--- config.mk ---
export PLATFORM = sky130hd
export DESIGN_NAME = tick_watchdog
export DESIGN_NICKNAME = d
export VERILOG_FILES = /design/src/rtl/wd_pkg.sv /design/src/rtl/wd_tick_edge.sv /design/src/rtl/wd_count_fsm.sv /design/src/rtl/wd_csr.sv /design/src/rtl/tick_watchdog.sv
export SDC_FILE = /design/constraint.sdc
export NUM_CORES = 1
export LEC_CHECK = 0
export BUFFER_PORTS_ARGS = -buffer_cell sky130_fd_sc_hd__buf_2
export CORE_AREA = 2 2 39 41
export CTS_CLUSTER_SIZE = 8
export DETAILED_ROUTE_END_ITERATION = 6
export DIE_AREA = 0 0 41 43
export REMOVE_ABC_BUFFERS = 1
export SYNTH_ARGS = -nofsm -noshare
export SYNTH_HDL_FRONTEND = slang
export SYNTH_SLANG_ARGS = --single-unit
--- constraint.sdc ---
create_clock -name clk -period 2.84 [get_ports clk]
set_input_delay 0.426 -clock clk [delete_from_list [all_inputs] [get_ports clk]]
set_output_delay 0.426 -clock clk [all_outputs]
set_load 0.02 [all_outputs]
--- src/rtl/wd_pkg.sv ---
package wd_pkg;
    localparam int CNT_W = 2;
    localparam int REG_W = 4;
    localparam int KICK_BIT  = 3;
    localparam int SLEEP_BIT = 2;

    typedef enum logic [CNT_W-1:0] {
        CNT_ZERO = 2'd0,
        CNT_ONE  = 2'd1,
        CNT_TWO  = 2'd2,
        CNT_LAST = 2'd3
    } wd_state_t;
endpackage

--- src/rtl/wd_tick_edge.sv ---
module wd_tick_edge #(
    parameter int STAGES = 2
) (
    input  logic clk,
    input  logic rst_n,
    input  logic tick_in,
    output logic step
);
    logic [STAGES-1:0] sync_q;
    logic              last_q;

    // Synchroniser chain, one flop per stage
    generate
        for (genvar g = 0; g < STAGES; g++) begin : g_stage
            if (g == 0) begin : g_first
                always_ff @(posedge clk or negedge rst_n) begin
                    if (!rst_n) sync_q[0] <= 1'b0;
                    else        sync_q[0] <= tick_in;
                end
            end else begin : g_next
                always_ff @(posedge clk or negedge rst_n) begin
                    if (!rst_n) sync_q[g] <= 1'b0;
                    else        sync_q[g] <= sync_q[g-1];
                end
            end
        end
    endgenerate

    always_ff @(posedge clk or negedge rst_n) begin
        if (!rst_n) last_q <= 1'b0;
        else        last_q <= sync_q[STAGES-1];
    end

    assign step = sync_q[STAGES-1] & ~last_q;

    // an advance pulse never lasts two cycles
    step_single_chk: assert property (@(posedge clk) disable iff (!rst_n)
        step |=> !step);
endmodule

--- src/rtl/wd_count_fsm.sv ---
module wd_count_fsm
    import wd_pkg::*;
(
    input  logic             clk,
    input  logic             rst_n,
    input  logic             step,
    input  logic             kick,
    input  logic             inhibit,
    output logic [CNT_W-1:0] count,
    output logic             rst_req
);
    wd_state_t state_q, state_d;
    logic      expire;

    always_comb begin
        state_d = state_q;
        expire  = 1'b0;
        if (inhibit) begin
            state_d = CNT_ZERO;                  // HOLD
        end else if (kick) begin
            state_d = CNT_ZERO;                  // CLEAR (wins over a tick)
        end else if (step) begin
            unique case (state_q)
                CNT_ZERO: state_d = CNT_ONE;     // ADVANCE
                CNT_ONE:  state_d = CNT_TWO;     // ADVANCE
                CNT_TWO:  state_d = CNT_LAST;    // ADVANCE
                CNT_LAST: begin
                    state_d = CNT_ZERO;          // EXPIRE
                    expire  = 1'b1;
                end
                default:  state_d = CNT_ZERO;
            endcase
        end
    end

    always_ff @(posedge clk or negedge rst_n) begin
        if (!rst_n) state_q <= CNT_ZERO;
        else        state_q <= state_d;
    end

    always_ff @(posedge clk or negedge rst_n) begin
        if (!rst_n) rst_req <= 1'b0;
        else        rst_req <= expire;
    end

    assign count = state_q;


    req_one_cycle_chk: assert property (@(posedge clk) disable iff (!rst_n)
        rst_req |=> !rst_req);

    req_from_last_chk: assert property (@(posedge clk) disable iff (!rst_n)
        $rose(rst_req) |-> ($past(state_q) == CNT_LAST && state_q == CNT_ZERO));

    inhibit_hold_chk: assert property (@(posedge clk) disable iff (!rst_n)
        inhibit |=> (state_q == CNT_ZERO && !rst_req));

    kick_clear_chk: assert property (@(posedge clk) disable iff (!rst_n)
        kick |=> (state_q == CNT_ZERO && !rst_req));
endmodule

--- src/rtl/wd_csr.sv ---
module wd_csr
    import wd_pkg::*;
(
    input  logic             clk,
    input  logic             rst_n,
    input  logic             we,
    input  logic [REG_W-1:0] wdata,
    input  logic [CNT_W-1:0] count,
    output logic [REG_W-1:0] rdata,
    output logic             kick
);
    logic sleep_q;

    always_ff @(posedge clk or negedge rst_n) begin
        if (!rst_n)  sleep_q <= 1'b0;
        else if (we) sleep_q <= wdata[SLEEP_BIT];
    end

    assign kick  = we & wdata[KICK_BIT];
    assign rdata = {1'b0, sleep_q, count};


    sleep_keep_chk: assert property (@(posedge clk) disable iff (!rst_n)
        !we |=> $stable(sleep_q));
endmodule

--- src/rtl/tick_watchdog.sv ---
module tick_watchdog
    import wd_pkg::*;
#(
    parameter int SYNC_STAGES = 2
) (
    input  logic             clk,
    input  logic             rst_n,
    input  logic             slow_tick,
    input  logic             wdt_inhibit,
    input  logic             reg_we,
    input  logic [REG_W-1:0] reg_wdata,
    output logic [REG_W-1:0] reg_rdata,
    output logic             wdt_rst_req
);
    logic             step;
    logic             kick;
    logic [CNT_W-1:0] count;

    wd_tick_edge #(.STAGES(SYNC_STAGES)) u_edge (
        .clk(clk), .rst_n(rst_n), .tick_in(slow_tick), .step(step)
    );

    wd_count_fsm u_fsm (
        .clk(clk), .rst_n(rst_n), .step(step), .kick(kick),
        .inhibit(wdt_inhibit), .count(count), .rst_req(wdt_rst_req)
    );

    wd_csr u_csr (
        .clk(clk), .rst_n(rst_n), .we(reg_we), .wdata(reg_wdata),
        .count(count), .rdata(reg_rdata), .kick(kick)
    );
endmodule

* Yosys cells after proc, flatten, opt, wreduce, memory -nomap -nowiden *
Cells that the tools add are included.

storage, ports and cells
  bits in registers = 7
  output and inout bits = 5
  bits of input ports = 9
  word-level logic and storage cells = 22

operators by class
  bitwise operators = 3
  equality and inequality tests = 3
  muxes and demuxes = 8
  reduce and logical (&&, ||, !) cells = 2

operators by type and width
  kind                number
  $pmux 2 s4          1
  $mux 2              3
  $eq 2x2->1 const B  2
  $mux 1              4
  $reduce_bool 3->1   1
  $and 1x1->1         2
  $eq 2x1->1 const B  1
  $logic_not 2->1     1
  $not 1->1           1

* Depth between registers and ports, before layout *
Gate-level depths: netlist of run 1.

  word-level depth = 5
  depth in mapped cells = 4
  gate-level depth less buffers = 4

* Cells and area by module *
From an unflattened synthesis of run 1, not the netlist that was laid out.

unflattened totals
  cells, all modules = 27
  area total of the unflattened synthesis = 342.8 µm²

modules (own cells, without submodules)
  module        area an instance (µm²)  sequential area each (µm²)  instances  cells an instance
  wd_count_fsm  172.7                   75.1                        1          15
  wd_tick_edge  88.8                    75.1                        1          4
  wd_csr        81.3                    25.0                        1          8

* Least setup slack after synthesis of run 1 *
No wires, ideal clock.

  path kind = reg-to-reg
  start = register u_fsm.state_q[0], in the netlist u_fsm.count[0]
  end = register u_fsm.state_q[1], in the netlist u_fsm.count[1]
  setup time = 119 ps
  setup slack = 1718 ps
  cell stages (with the launch flop) = 5
  required time = 2721 ps
  buffers on the path = 0
  data arrival time = 1004 ps
  period minus slack after synthesis = 1122 ps
  path through = dfrtp_1 inv_1 ha_1 mux2i_1 nor2_1

on the way
  cells in the longest elaborated chain, start to end = 5
  elaborated cells between the ends (all ways) = 8
  classes of those cells = 3 x eq/ne; 4 x mux; 1 x reduce/logical

RTL lines
  item                                RTL line            source
  start, declared                     wd_count_fsm.sv:12  wd_state_t state_q, state_d;
  start signal, assigned              wd_count_fsm.sv:38  else state_q <= state_d;
  $eq 2x2->1 (tied with other cells)  wd_count_fsm.sv:23  unique case (state_q)
  $pmux 2 s4 (*)                      wd_count_fsm.sv:23
  $mux 2 (*)                          wd_count_fsm.sv:22  end else if (step) begin
  $mux 2 (*)                          wd_count_fsm.sv:20  end else if (kick) begin
  $mux 2 (*)                          wd_count_fsm.sv:18  if (inhibit) begin

Every way passes the cells marked *; elsewhere a longest branch is shown, timed or not. The select of a mux whose other input is x is not followed.
A chain may end at the register's enable or synchronous reset.

* Worst setup path after layout of run 1 *
  start = register u_fsm.state_q[1], in the netlist u_fsm.count[1]
  end = output reg_rdata[1]

RTL lines
  item           RTL line             source
  end, declared  tick_watchdog.sv:12  output logic [REG_W-1:0] reg_rdata,

No word-level cell between the ends.

==> results of run 1 <==
==> cell usage in the layout, fill, tap and decap left out, types with 2 or more instances in the layout <==
master / instances
inv_1: 2
nor2_1: 4
dfrtp_1: 7
ha_1: 3
buf_2: 10
clkbuf_4: 3
==> through the flow <==
stage | area (um2) | setup WS (ns) | hold slack, ns | utilization [%]
5_1_grt | 399 | 1.52 | 0.261 | 28.8
6_report | 399 | 1.58 | 0.286 | 28.8
2_1_floorplan | 293 | 1.72 | 0.130 | -
4_1_cts | 399 | 1.56 | 0.276 | 28.8
3_5_place_dp | 363 | 1.81 | 0.266 | 26.2
3_3_place_gp | 363 | 1.81 | 0.265 | 26.2
==> final timing paths <==
check,from,endpoint,depth (start not counted)
setup / recovery,u_fsm.count[1],reg_rdata[1],1
hold / removal,slow_tick,u_edge.sync_q[0],1
setup reg to reg,u_fsm.count[0],u_fsm.count[1],4
hold reg to reg,u_edge.sync_q[0],u_edge.sync_q[1],0
max in group asynchronous,rst_n,u_edge.sync_q[0],2
min in group asynchronous,rst_n,u_csr.sleep_q,2
==> per-layer routing <==
metal	vias up	routed length (um)	track usage, %
met5	-	0	0
met4	0	0	6.00
met3	0	56	7.85
met2	12	152	5.94
met1	90	185	8.03
li1	102	-	-
==> registers in the layout, indices dropped and copies added, names as in the netlist <==
signal	count
u_fsm.count	2
u_fsm.rst_req	1
u_edge.last_q	1
u_edge.sync_q	2
u_csr.sleep_q	1
==> cell families after synthesis <==
group / count (synthesis) / share of synthesized area, %
AOI/OAI and AO/OA: 2 / 4.88
adders and majority gates: 3 / 12.2
buffers and inverters: 4 / 7.32
DFF: 7 / 56.9
muxes: 2 / 6.91
other: 1 / 1.22
and+or+nand+nor: 6 / 10.6
==> what timing repair did <==
item,in CTS,in global routing
endpoints found under the hold margin,7,0
setup buffers,0,0
hold buffers,1,0
==> area by class of cell <==
cell class	count	area, um2
inverter	2	7.51
tap	16	20.0
timing repair buffer	11	60.1
sequential	7	175
fill	153	985
clock buffer	4	26.3
multi-input combinational	14	110
==> power by group through the flow <==
stage	combinational [W]	sequential [W]	clock (W)
after floorplan	0.00000921	0.000112	0
after global placement	0.0000217	0.000109	0
after detailed placement	0.0000219	0.000109	0
after CTS	0.0000229	0.000108	0.0000918
after global routing	0.0000254	0.000108	0.0000992
final	0.0000224	0.000107	0.0000871
==> results.toml, run 1 <==
[worst_setup_path]
r2r_slack_ns = 1.81
worstSetupEndpointType = "output pin"
crit_path_start_kind = "register"
crit_fanout = 5
crit_family = "flip-flops"
cpPeakStageDelay_ns = 0.41
crit_slowest_cell = "dfrtp_1"
path_cells = "buf_2"
critPathArrivalTime_ns = 0.84
critPathKind = "reg2out"
cp_num_buf_inv = 1
worstPathRequired_ns = 2.41

[yosys]
synth_warnings = 0
synth_top_flop_cell = "dfrtp_1"
syn_inst = 25
ys_seq_area_share_pct = 56.9
synth_area_um2 = 308
async_flop_share_pct = 100
ys_types = 12
synthTopCellsByCount = "7 x dfrtp_1, 4 x nor2_1, 3 x ha_1, 2 x buf_4, 2 x inv_1"
yosys-top-cells-area = "dfrtp_1 57%, ha_1 12%, buf_4 4.9%, nor2_1 4.9%, nor2b_4 4.5%"
yosys.area.top_type_share_pct = 56.9
synth_most_common_cell = "dfrtp_1"
synth_top_cell_by_area = "dfrtp_1"
synth-edff-count = 0
ys_ff_latch = 7
syn_area_per_cell_um2 = 12.3

[cts]
cts_tree = "built"
htreeDepth = 1
cts_buffers = 3
cts_buffer_depth = 2
clkTransAtPathRegs_ns = 0.05
clk_latency_ns = 0.24
cts_sinks = 7
postCtsResizedCells = 0
root_buffer = "clkbuf_4"

[timing]
finalCritPeriodShare_pct = 44.4
period_needed_ns = 1.26
setup_tns_ns = 0
finalSetupViolCount = 0
drv_slew = 0
rsz0062_at_grt = "no"
hold_violations = 0
max_freq_ghz = 0.792
final.setup_skew_ns = 0.000526

[die]
core_mm2 = 0.00138
io_pins = 14
dieHeight_um = 43
row_count = 14
initial_core_util_pct = 22.2
die_area_mm2 = 0.00176
die_w_um = 41

[detailed_routing]
first_iter_violations = 1
first_pass_iters = 2
wire_per_inst_um = 7.30
vias = 204
viasPerCell = 3.78
wirelength_um = 394
drc = 0
ant_nets = 0

[place]
gp_congestion = 0.629
io_buffers = 10
hpwl_um = 304
place_inst = 49

[global_routing]
grt_pass1_wl_um = 669
grt_pass1_vias = 157
antenna_found_initial = 0
grt_max_degree = 8
overflow = 0
grtUsageTotal_pct = 6.81

[final_layout]
num-nets-final = 51
drive_gt1_share_pct = 39.5
instances_no_fill = 54
synthToLayoutAreaGrowth_pct = 29.7
antenna_cells = 0

[pwr]
sw_frac_of_total_pct = 22.3
p_switching_w = 0.0000485
p_clk_share_pct = 40.1
pwr-share-seq_pct = 49.5
comb_power_share_pct = 10.3
power_density_mw_per_mm2 = 544
total_power_w = 0.000217
leakage_nw = 0.209
intPower_w = 0.000169
peakVddDrop_uv = 252

[run_status]
outcome = "finished, final reports clean"

[hold_path]
hold_path_class = "in2reg"

[job]
drv_cap = 0
Note: power is estimated with default switching activity, not from simulation.
==> run 2, diff against run 1 <==
clock period = 1.1 ns   (was 2.84 ns; I/O delays follow)
==> results.toml, run 2 (synthesis results as in run 1) <==
[detailed_routing]
ant_nets = 0
first_iter_violations = 8
vias = 232
wirelength_um = 553
viasPerCell = 4.00
wire_per_inst_um = 9.53
first_pass_iters = 2
drc = 0

[job]
drv_cap = 0

[hold_path]
hold_path_class = "in2reg"

[global_routing]
grt_pass1_wl_um = 869
antenna_found_initial = 0
overflow = 0
grt_max_degree = 8
grt_pass1_vias = 217
grtUsageTotal_pct = 8.62

[pwr]
p_switching_w = 0.000141
power_density_mw_per_mm2 = 1290
comb_power_share_pct = 13.1
leakage_nw = 0.233
sw_frac_of_total_pct = 24.0
p_clk_share_pct = 40.0
peakVddDrop_uv = 458
intPower_w = 0.000448
pwr-share-seq_pct = 46.9

[run_status]
outcome = "finished, final reports clean"

[timing]
finalSetupViolCount = 0
hold_violations = 0
final.setup_skew_ns = 0.00563
rsz0062_at_grt = "yes"
period_needed_ns = 1.06
max_freq_ghz = 0.945
holdWs_ns = 0.150
finalCritPeriodShare_pct = 96.2
drv_slew = 0

[worst_setup_path]
worstRegToRegCells = 5
critPathKind = "reg2out"
crit_fanout = 3
crit_path_start_kind = "register"
cp-endpoint = "reg_rdata[1]"
worstPathRequired_ns = 0.94
critPathArrivalTime_ns = 0.89
r2r-end = "u_fsm.count[1]"
worstSetupEndpointType = "output pin"
crit_start = "u_fsm.count[1]"
reg2reg_from = "u_fsm.count[1]"
r2r_slack_ns = 0.05

[place]
place_inst = 51
io_buffers = 10
place_area_um2 = 378
gp_congestion = 0.628

[die]
row_count = 14
dieHeight_um = 43
core_mm2 = 0.00138
io_pins = 14
initial_core_util_pct = 22.2
die_w_um = 41
die_area_mm2 = 0.00176

[final_layout]
fin_area_um2 = 457
fillers = 148
antenna_cells = 0
fin_util_pct = 33.0
synthToLayoutAreaGrowth_pct = 48.4
drive_gt1_share_pct = 47.6
final_common_cell = "buf_2"
final_cell_mix = "8 x buf_2, 7 x dfrtp_1, 4 x nor2_1"
num-nets-final = 55
instances_no_fill = 58

[cts]
htreeDepth = 1
clkTransAtPathRegs_ns = 0.05
cts_sinks = 7
cts_buffer_depth = 2
cts_buffers = 3
clk_latency_ns = 0.25
root_buffer = "clkbuf_4"
cts_tree = "built"
==> run 2: power groups by stage <==
| stage | clock network (W) | registers [W] | logic, W |
|---|---|---|---|
| 2_1_floorplan | 0 | 0.000289 | 0.0000238 |
| 3_3_place_gp | 0 | 0.000280 | 0.0000618 |
| 3_5_place_dp | 0 | 0.000280 | 0.0000635 |
| 4_1_cts | 0.000249 | 0.000276 | 0.0000675 |
| 5_1_grt | 0.000263 | 0.000277 | 0.0000859 |
| 6_report | 0.000235 | 0.000276 | 0.0000773 |
==> run 2: worst min path at each step <==
stage	start	end	slack [ns]	cells past startpoint
after floorplan	rst_n	u_csr.sleep_q	-0.13	0
after detailed placement	rst_n	u_csr.sleep_q	0.01	1
after global routing	reg_wdata[2]	u_csr.sleep_q	0.14	2
after global placement	rst_n	u_fsm.count[1]	0.005	1
final	reg_wdata[2]	u_csr.sleep_q	0.15	2
after CTS	slow_tick	u_edge.sync_q[0]	0.009	1
==> run 2: per-stage QoR <==
step	total power (W)	worst slack, ns	setup TNS (ns)
2_1_floorplan	0.000313	-0.0222	-0.0222
3_3_place_gp	0.000342	0.127	0
3_5_place_dp	0.000344	0.0982	0
4_1_cts	0.000593	0.00417	0
5_1_grt	0.000625	-0.0114	-0.0165
6_report	0.000589	0.0416	0
==> run 2: routing by layer <==
layer	part of all wire, %	vias up	track usage [%]
li1	-	108	-
met1	39	110	7.31
met2	53	14	11.3
met3	8.7	0	7.85
met4	0	0	8.00
met5	0	-	0
==> run 2: critical path, cell delays in order (launching register included) <==
cell     delay, ns
dfrtp_1       0.37
buf_4         0.15
buf_6         0.12
==> run 2: layout make-up <==
type / instances / area (um2) / share of cell area, %
inverter: 2 / 7.51 / 1.64
clock buffer: 4 / 26.3 / 5.75
tap: 16 / 20.0 / 4.38
multi-input combinational: 14 / 123 / 26.8
sequential: 7 / 175 / 38.4
timing repair buffer: 15 / 105 / 23.0
==> run 2: timing repair <==
item,CTS,global route
gates resized for setup,0,6
endpoints found under the setup margin,1,3
pin swaps,0,0
hold endpoints to repair,7,1
setup buffers,1,0
hold buffers,1,1
==> run 3, diff against run 2 <==
--- a/config.mk
+++ b/config.mk
@@ -7,2 +7,3 @@
 export LEC_CHECK = 0
+export ABC_CLOCK_PERIOD_IN_PS = 1100
 export BUFFER_PORTS_ARGS = -buffer_cell sky130_fd_sc_hd__buf_2
==> constraint.sdc (replaced) <==
create_clock -name clk -period 1.1 [get_ports clk]
set_input_delay 0.055 -clock clk [delete_from_list [all_inputs] [get_ports clk]]
set_output_delay 0.055 -clock clk [all_outputs]
set_load 0.02 [all_outputs]
==> results.toml, run 3 (synthesis results as in run 1) <==
[detailed_routing]
first_pass_iters = 2
drc = 0
viasPerCell = 3.74
wirelength_um = 472
ant_nets = 0
vias = 213
first_iter_violations = 1
wire_per_inst_um = 8.28

[worst_setup_path]
worstRegToRegCells = 4
r2r-end = "u_fsm.count[1]"
critPathKind = "reg2out"
worstSetupEndpointType = "output pin"
cpPeakStageDelay_ns = 0.39
crit_slowest_cell = "dfrtp_1"
worstPathRequired_ns = 1.04
crit_fanout = 3
crit_path_start_kind = "register"
crit_family = "flip-flops"
critPathArrivalTime_ns = 0.93
reg2reg_from = "u_fsm.count[0]"
r2r_slack_ns = 0.13
cp_num_buf_inv = 2
path_cells = "buf_4 > buf_2"

[cts]
cts_tree = "built"
htreeDepth = 1
cts_buffers = 3
cts_sinks = 7
postCtsResizedCells = 0
root_buffer = "clkbuf_4"
clk_latency_ns = 0.25
cts_buffer_depth = 2
clkTransAtPathRegs_ns = 0.05

[final_layout]
final_common_cell = "buf_2"
antenna_cells = 0
instances_no_fill = 57
num-nets-final = 54
drive_gt1_share_pct = 41.5
final_cell_mix = "10 x buf_2, 7 x dfrtp_1, 4 x nor2_1"
synthToLayoutAreaGrowth_pct = 37.8
fin_util_pct = 30.7

[die]
initial_core_util_pct = 22.2
die_area_mm2 = 0.00176
dieHeight_um = 43
core_mm2 = 0.00138
die_w_um = 41
row_count = 14
io_pins = 14

[timing]
hold_violations = 0
max_freq_ghz = 1.01
rsz0062_at_grt = "no"
finalCritPeriodShare_pct = 89.7
setup_tns_ns = 0
setup_ws_ns = 0.113
final.setup_skew_ns = 0.00155
drv_slew = 0
holdWs_ns = 0.0408
period_needed_ns = 0.987
finalSetupViolCount = 0

[hold_path]
holdCritStartpoint = "reg_wdata[2]"
hold_path_class = "in2reg"
holdPathStages = 2
hold_end = "u_csr.sleep_q"

[global_routing]
antenna_found_initial = 0
grt_max_degree = 8
grt_pass1_vias = 210
grt_pass1_wl_um = 814
overflow = 0
grtUsageTotal_pct = 7.72

[pwr]
leakage_nw = 0.224
peakVddDrop_uv = 444
power_density_mw_per_mm2 = 1360

[place]
gp_congestion = 0.628
place_inst = 51
io_buffers = 10
pre_cts_ws_ns = 0.128

[job]
drv_cap = 0

[run_status]
outcome = "finished, final reports clean"
## run 3: per-stage QoR
step / total power [W] / cell area (um2)
2_1_floorplan: 0.000313 / 293
3_3_place_gp: 0.000342 / 378
3_5_place_dp: 0.000343 / 378
4_1_cts: 0.000591 / 424
5_1_grt: 0.000615 / 424
6_report: 0.000579 / 424
## run 3: worst max path at each step
stage / from / depth (start not counted) / slack, ns / to
6_report: u_fsm.count[1] / 2 / 0.11 / reg_rdata[1]
2_1_floorplan: u_fsm.count[0] / 4 / -0.02 / u_fsm.count[1]
5_1_grt: u_fsm.count[0] / 4 / 0.04 / u_fsm.count[1]
3_3_place_gp: u_fsm.count[0] / 4 / 0.13 / u_fsm.count[1]
3_5_place_dp: u_fsm.count[0] / 4 / 0.13 / u_fsm.count[1]
4_1_cts: u_fsm.count[1] / 2 / 0.1 / reg_rdata[1]
## run 3: metal layers
metal  GRT usage [%]  up-vias  share of wire, %
met5               0        -                 0
met3            3.14        0                11
met1            8.67       94                47
met2            9.06       12                42
li1                -      107                 -
met4            10.0        0                 0
## run 3: final cells by class
type                            instances  area (um2)
Clock buffer                            4        26.3
Fill cell                             146         960
Inverter                                2        7.51
Multi-Input combinational cell         14         110
Sequential cell                         7         175
Tap cell                               16        20.0
Timing Repair Buffer                   14        85.1
## run 3: repair_timing
item                                    CTS  global route
endpoints found under the setup margin    0             0
hold endpoints to repair                  8             0
hold buffers                              2             0
buffers inserted                          0             0
## run 3: worst register-to-register path: stages, from the launching register on
cell,delay (ns)
dfrtp_1,0.34
inv_1,0.06
ha_1,0.28
mux2i_1,0.13
nor2_1,0.05
## run 3: report_power, final
part | internal, W | switching, W | leakage, nW
sequential | 0.000270 | 0.00000606 | 0.0880
combinational | 0.0000327 | 0.0000342 | 0.121
clock | 0.000139 | 0.0000974 | 0.0150
